$ cat src/rtl/fdec_pkg.sv
package fdec_pkg;
  typedef enum logic [3:0] {
    OP_NOP   = 4'h0,
    OP_HALT  = 4'h1,
    OP_RMOV  = 4'h2,
    OP_IMOV  = 4'h3,
    OP_STORE = 4'h4,
    OP_LOAD  = 4'h5,
    OP_ALU   = 4'h6,
    OP_JUMP  = 4'h7,
    OP_CALL  = 4'h8,
    OP_RET   = 4'h9,
    OP_PUSH  = 4'hA,
    OP_POP   = 4'hB
  } op_e;

  localparam logic [3:0] REG_NONE = 4'h8;
  localparam logic [3:0] OP_LAST  = 4'hB;
endpackage

$ cat src/rtl/fdec_class.sv
module fdec_class
  import fdec_pkg::*;
(
  input  logic [3:0] op,
  output logic       legal,
  output logic       has_reg,
  output logic       has_const
);
  always_comb begin
    legal     = (op <= OP_LAST);
    has_reg   = 1'b0;
    has_const = 1'b0;
    case (op)
      OP_RMOV, OP_ALU, OP_PUSH, OP_POP: has_reg = 1'b1;
      OP_IMOV, OP_STORE, OP_LOAD: begin
        has_reg   = 1'b1;
        has_const = 1'b1;
      end
      OP_JUMP, OP_CALL: has_const = 1'b1;
      default: ;
    endcase
  end
endmodule

$ cat src/rtl/fdec_align.sv
module fdec_align
  import fdec_pkg::*;
#(
  parameter int WORD_BYTES = 4,
  localparam int TAIL_BYTES = WORD_BYTES + 1,
  localparam int WORD_W = 8 * WORD_BYTES
) (
  input  logic [8*TAIL_BYTES-1:0] tail,
  input  logic                    has_reg,
  input  logic                    has_const,
  output logic [3:0]              ra,
  output logic [3:0]              rb,
  output logic [WORD_W-1:0]       word
);
  logic [WORD_W-1:0] picked;

  for (genvar k = 0; k < WORD_BYTES; k++) begin : g_byte
    assign picked[8*k +: 8] = has_reg ? tail[8*(k+1) +: 8] : tail[8*k +: 8];
  end

  assign ra   = has_reg ? tail[7:4] : REG_NONE;
  assign rb   = has_reg ? tail[3:0] : REG_NONE;
  assign word = has_const ? picked : '0;
endmodule

$ cat src/rtl/fdec_nextpc.sv
module fdec_nextpc #(
  parameter int ADDR_W = 32,
  parameter int WORD_BYTES = 4
) (
  input  logic [ADDR_W-1:0] pc,
  input  logic              has_reg,
  input  logic              has_const,
  output logic [ADDR_W-1:0] next_pc
);
  localparam logic [ADDR_W-1:0] WORD_STEP = ADDR_W'(WORD_BYTES);

  always_comb begin
    next_pc = pc + ADDR_W'(1) + ADDR_W'(has_reg) + (has_const ? WORD_STEP : '0);
  end
endmodule

$ cat src/rtl/fdec_top.sv
module fdec_top
  import fdec_pkg::*;
#(
  parameter int ADDR_W = 32,
  parameter int WORD_BYTES = 4,
  localparam int FETCH_BYTES = WORD_BYTES + 2,
  localparam int WORD_W = 8 * WORD_BYTES
) (
  input  logic                     clk,
  input  logic                     rst,
  input  logic [ADDR_W-1:0]        pc_i,
  input  logic [8*FETCH_BYTES-1:0] code_i,
  output logic [3:0]               op_o,
  output logic [3:0]               fn_o,
  output logic [3:0]               ra_o,
  output logic [3:0]               rb_o,
  output logic [WORD_W-1:0]        const_o,
  output logic [ADDR_W-1:0]        next_pc_o,
  output logic                     legal_o,
  output logic                     has_reg_o,
  output logic                     has_const_o
);
  logic              c_legal, c_reg, c_const;
  logic [3:0]        c_ra, c_rb;
  logic [WORD_W-1:0] c_word;
  logic [ADDR_W-1:0] c_next;

  fdec_class u_class (
    .op(code_i[7:4]), .legal(c_legal), .has_reg(c_reg), .has_const(c_const)
  );

  fdec_align #(.WORD_BYTES(WORD_BYTES)) u_align (
    .tail(code_i[8*FETCH_BYTES-1:8]), .has_reg(c_reg), .has_const(c_const),
    .ra(c_ra), .rb(c_rb), .word(c_word)
  );

  fdec_nextpc #(.ADDR_W(ADDR_W), .WORD_BYTES(WORD_BYTES)) u_next (
    .pc(pc_i), .has_reg(c_reg), .has_const(c_const), .next_pc(c_next)
  );

  always_ff @(posedge clk) begin
    if (rst) begin
      op_o <= '0; fn_o <= '0;
      ra_o <= REG_NONE; rb_o <= REG_NONE;
      const_o <= '0; next_pc_o <= '0;
      legal_o <= 1'b0; has_reg_o <= 1'b0; has_const_o <= 1'b0;
    end else begin
      op_o <= code_i[7:4]; fn_o <= code_i[3:0];
      ra_o <= c_ra; rb_o <= c_rb;
      const_o <= c_word; next_pc_o <= c_next;
      legal_o <= c_legal; has_reg_o <= c_reg; has_const_o <= c_const;
    end
  end

  a_r3_illegal_bare: assert property (@(posedge clk) disable iff (rst)
    !legal_o |-> (!has_reg_o && !has_const_o));
  a_r3_legal_range: assert property (@(posedge clk) disable iff (rst)
    legal_o |-> (op_o <= OP_LAST));
  a_r6_reg_default: assert property (@(posedge clk) disable iff (rst)
    !has_reg_o |-> (ra_o == REG_NONE && rb_o == REG_NONE));
  a_r7_const_zero: assert property (@(posedge clk) disable iff (rst)
    !has_const_o |-> (const_o == '0));
  a_r4_reg_from_byte1: assert property (@(posedge clk) disable iff (rst)
    (!$past(rst) && has_reg_o) |-> (ra_o == $past(code_i[15:12]) && rb_o == $past(code_i[11:8])));
  a_r8_step: assert property (@(posedge clk) disable iff (rst)
    !$past(rst) |-> (next_pc_o - $past(pc_i) ==
      ADDR_W'(1) + ADDR_W'(has_reg_o) + (has_const_o ? ADDR_W'(WORD_BYTES) : '0)));
endmodule

$ cat config.mk
export PLATFORM = sky130hd
export DESIGN_NAME = fdec_top
export DESIGN_NICKNAME = d
export VERILOG_FILES = /design/src/rtl/fdec_pkg.sv /design/src/rtl/fdec_class.sv /design/src/rtl/fdec_align.sv /design/src/rtl/fdec_nextpc.sv /design/src/rtl/fdec_top.sv
export SDC_FILE = /design/constraint.sdc
export NUM_CORES = 1
export LEC_CHECK = 0
export BUFFER_PORTS_ARGS = -buffer_cell sky130_fd_sc_hd__buf_2
export CELL_PAD_IN_SITES_DETAIL_PLACEMENT = 1
export CELL_PAD_IN_SITES_GLOBAL_PLACEMENT = 2
export CORE_MARGIN = 8
export CORE_UTILIZATION = 22
export DETAILED_ROUTE_END_ITERATION = 12
export HOLD_SLACK_MARGIN = 0.08
export PLACE_DENSITY_LB_ADDON = 0.1
export REMOVE_ABC_BUFFERS = 1
export SLEW_MARGIN = 20
export SYNTH_ARGS = -nofsm -noshare
export SYNTH_HDL_FRONTEND = slang
export SYNTH_SLANG_ARGS = --single-unit
$ cat constraint.sdc
create_clock -name clk -period 2.4 [get_ports clk]
set_input_delay 0.36 -clock clk [delete_from_list [all_inputs] [get_ports clk]]
set_output_delay 0.36 -clock clk [all_outputs]
set_load 0.02 [all_outputs]
[After elaboration in Yosys (flattened, before gate mapping)]
Index checks and enable logic that the tools add are counted.
Operators by class
  add/subtract/negate cells: 3
  magnitude comparators: 1
  equal/unequal tests: 9
  mux-type cells: 7
  bitwise logic cells: 2
  reduce and logical (&&, ||, !) cells: 4
Operators with widths (count)
  adder 32 x 1 -> 32 bit: 1
  adder 32 x 1 -> 32 bit (second input constant): 1
  adder 32 bit: 1
  two-way mux 8 bit: 4
  == test 4 x 3 -> 1 bit (second input constant): 4
  == test 4 bit (second input constant): 3
  == test 4 x 2 -> 1 bit (second input constant): 2
  OR reduction 7 bit: 1
  OR reduction 5 bit: 1
  less-or-equal comparator 4 bit (second input constant): 1
  OR reduction 2 bit: 2
  two-way mux 3 bit: 1
  two-way mux 1 bit: 2
  NOT 1 bit: 2
Word-level totals
  register bits after elaboration: 83
  bits of input ports: 82
  word-level logic and storage cells: 35

[Longest topological paths before layout]
  depth in word-level cells: 5
  mapped depth: 12
  mapped depth without buffers: 10

[By module]
Synthesis repeated with hierarchy kept, for this count alone.
Second synthesis, totals
  cell total of the unflattened synthesis: 357
  area total of the unflattened synthesis: 3634.7 um^2
Modules (own cells, without submodules)
  fdec_top: times used 1, cells an instance 175, area each 2230.9 um^2, sequential area each 1661.6 um^2
  fdec_nextpc: times used 1, cells an instance 94, area each 689.4 um^2, sequential area each 0.0 um^2
  fdec_align: times used 1, cells an instance 80, area each 664.4 um^2, sequential area each 0.0 um^2
  fdec_class: times used 1, cells an instance 8, area each 50.0 um^2, sequential area each 0.0 um^2

[Worst setup path before layout]
Ideal clock, no wire load.
  path type: in2reg
  start: input code_i[6]
  end: register next_pc_o[28]
  data arrival time: 2.485 ns
  setup slack: -0.155 ns
  cell stages on the path: 12
  buffers on the path: 2
  cells stage by stage: nor2b_1 o2bb2ai_1 inv_2 clkbuf_1 ha_1 inv_1 ha_1 a21o_2 nand4_4 buf_6 or4_1 a21oi_1
On the way
  cells in the longest elaborated chain, start to end: 5
Ends and longest elaborated chain
  start, declared: RTL line fdec_top.sv:12  | input logic [8*FETCH_BYTES-1:0] code_i,
  == test 4 x 2 -> 1 bit (tied with other cells): RTL line fdec_class.sv:13  | case (op)
  OR reduction 7 bit (no line) / OR reduction 5 bit (equally long branches)
  two-way mux 1 bit: RTL line fdec_class.sv:13
  adder 32 x 1 -> 32 bit / two-way mux 3 bit (equally long branches): RTL line fdec_nextpc.sv:13  | next_pc = pc + ADDR_W'(1) + ADDR_W'(has_reg) + (has_const ? WORD_STEP : '0);
  adder 32 bit (*): RTL line fdec_nextpc.sv:13
  end signal, assigned: RTL line fdec_top.sv:50  | const_o <= c_word; next_pc_o <= c_next;
  end, declared: RTL line fdec_top.sv:18  | output logic [ADDR_W-1:0] next_pc_o,
Every way passes the cells marked *; elsewhere a longest branch is shown, timed or not.
A chain may end at the register's enable or synchronous reset.

[Worst setup path in the final report]
  start: input code_i[6]
  end: register next_pc_o[27]
On the way
  cells in the longest elaborated chain, start to end: 5
Ends and longest elaborated chain
  == test 4 x 2 -> 1 bit (tied with other cells): RTL line fdec_class.sv:13
  OR reduction 5 bit (no line) (*)
  two-way mux 1 bit (*): RTL line fdec_class.sv:13
  named net c_const: RTL line fdec_top.sv:23  | logic c_legal, c_reg, c_const;
  two-way mux 3 bit (*): RTL line fdec_nextpc.sv:13
  adder 32 bit (*): RTL line fdec_nextpc.sv:13
The timed path passes the listed nets; every way through them passes the cells marked *.

==> out/results.txt <==
Status: complete, no violations
GRT Resource Usage Total: 12.6%
Final hold slack: 217 ps
Area grow syn2layout: 45.8%
Row count: 44
CTS Hold Buffers Added: 0
Largest net degree at the start of global routing: 36
Finished Layout Cells: 728
Starting Density: 22.2%
Leakage Power: 2.23 nW
DRC violations left: 0
# H-tree levels: 3
GPL Wtd Cong: 0.753
DR pass1 iterations: 4
Vias in the first global route: 3,313
CP Max Fanout: 8
Predominant post-synthesis flop cell: dfxtp_1
Biggest cell delay along the critical path: 470 ps
Final Cycle Share: 90.0%
Relative slew slack: 73.7%
Clock Tree Root: clkbuf_16
Distinct cells, synth: 39
Worst Hold Class: input pin to flop
Critical path capture point type: flop
Post-placement cell count: 712
First-pass GRT wire length: 18,000 µm
Maximum Capacitance Violations: 0
Switch share: 26.6%
Die area: 18,600 µm²
Core box area: 14,400 µm²
Final min period: 2160 ps
F_max: 463 MHz
Clock power share: 44.4%
Commonest cells after routing, fill and taps aside: buf_2, dfxtp_1, nand2_1
Endpoints failing setup: 0
Place WS: -242 ps
Fin. Hold Viols: 0
Via density: 4.39
Worst setup SP type: input pin
Number of synthesis warnings: 0
Die H: 137 µm
Port Buf Inserts: 164
CP Data Arrival Time: 2430 ps
Cell internal pwr: 0.00259 W
Cell area after synthesis: 3200 µm²
EDFF count, synth: 0
P_sw: 0.000937 W
Register clock-pin slew on the reported worst setup and hold paths: 70 ps
VDD IR-drop max: 0.348 mV
Die extent in x: 137 µm
Setup TNS: 0 ps
Cell family contributing the most delay on the critical path: simple AND/OR/NAND/NOR gates
Post-CTS Resized: 0
Nets: 625
#FFs+latches synth: 83
Layout cells sized above 1: 39.3%
Post-CTS Setup Repair Bufs: 0
Total gr overflow: 0
Cell count after synthesis: 361
Slew Viols, Final: 0
Commonest non-fill, non-tap cell in the layout: buf_2
Least-Margin Pin Slew: 392 ps
Filler instances: 1,788
Crit Path Category: input pin to flop
Routed vias: 3,194
Worst Path Buf+Inv: 2
Comb pwr share: 14.0%
CP cell instances: buf_2 > nor2b_1 > o21ai_1 > nand2_1 > ha_1 > and3b_1 > o2111ai_2 > buf_4 > or4_1 > a21oi_1
Max stage delay cell, worst path: or4_1
Proportion of synthesized chip area in sequential cells: 52.0%
Initial antenna violation count: 2
Register share of total power: 41.6%
Post-route ant nets: 0
Initial DRC Count: 101
HPWL Detailed: 9140 µm
Asr flop ratio synth: 0%
Worst Path Required: 2680 ps
Power Density: 756 nW/µm²
CTS tree: built
Unrepaired setup endpoints after global routing: false
Final wirelength: 11,800 µm
Routed WL per cell: 16.2 µm
Final worst slack: 241 ps
# IOs: 165
TritonCTS Buffers: 9
Ant diodes: 0
Mean Syn Cell Area: 8.85 µm²
CTS sink count: 83
Max clock buf depth: 2
## state kept, by name, summed over array words and instances (netlist names)
signal / flops
const_o: 32
fn_o: 4
has_const_o: 1
has_reg_o: 1
legal_o: 1
next_pc_o: 32
op_o: 4
ra_o: 4
rb_o: 4
## final cells by class
class                   count  area [µm²]  area share (%)
clock buffers              10         239            5.13
clock inverters             6        93.8            2.01
inverters                  10        37.5           0.805
multi-input cells         247        1400            30.0
flip-flops and latches     83        1660            35.7
well taps                 184         230            4.94
repair buffers            188        1000            21.5
## synth_stat cells, types with 2 or more instances
cell type	count	share of area, %
dfxtp_1	83	52
nand4_1	8	1.6
a21oi_1	51	8.0
buf_6	3	1.1
nor2b_1	9	1.8
buf_1	2	0.24
xor2_1	9	2.5
ha_1	4	1.6
nand3_1	5	0.78
xnor2_1	2	0.55
nor2_1	17	2.0
or3_1	9	1.8
o21ai_0	9	1.4
o211ai_1	3	0.70
inv_1	9	1.1
and2_1	7	1.4
o31ai_1	11	2.6
or4_1	11	2.6
clkbuf_1	13	1.5
nand2_1	73	8.6
and3b_1	2	0.55
buf_2	2	0.31
and4_1	3	0.82
## path summary, 6_finish.rpt
check             slack [ps]             to  depth (start not counted)       start
setup / recovery         240  next_pc_o[27]                         10   code_i[6]
hold / removal           220        ra_o[3]                          2  code_i[15]
## metrics by stage
stage / util [%] / cell area (µm²) / power (W)
finish: 32.4 / 4660 / 0.00352
global route: 32.4 / 4660 / 0.00370
CTS: 32.4 / 4660 / 0.00360
detailed placement: 30.1 / 4330 / 0.00200
global placement: 30.1 / 4330 / 0.00200
floorplan: - / 3090 / 0.00173
## cells by family (layout without fill, tap and decap cells)
kind of cell | Yosys count | count (layout) | share of synthesized area (%)
and+or+nand+nor | 152 | 152 | 24.4
DFF | 83 | 83 | 52.0
AOI/OAI and AO/OA | 79 | 79 | 14.2
buffers and inverters | 31 | 214 | 4.46
xor gates and xnor gates | 11 | 11 | 3.02
adders and majority gates | 4 | 4 | 1.57
muxes | 1 | 1 | 0.352
## power by group through the flow
stage	registers (W)	logic (W)	clock network [W]
6_report	0.00146	0.000495	0.00156
5_1_grt	0.00147	0.000552	0.00168
4_1_cts	0.00147	0.000508	0.00163
3_5_place_dp	0.00150	0.000507	0
3_3_place_gp	0.00150	0.000501	0
2_1_floorplan	0.00159	0.000147	0
## layer usage
metal	up-vias	track usage (%)	wire length (µm)
met5	-	0	23
met4	4	4.39	157
met3	12	4.33	781
met2	84	20.2	5730
met1	1499	15.3	5100
li1	1595	-	-
Note: power is estimated with default switching activity, not from simulation.
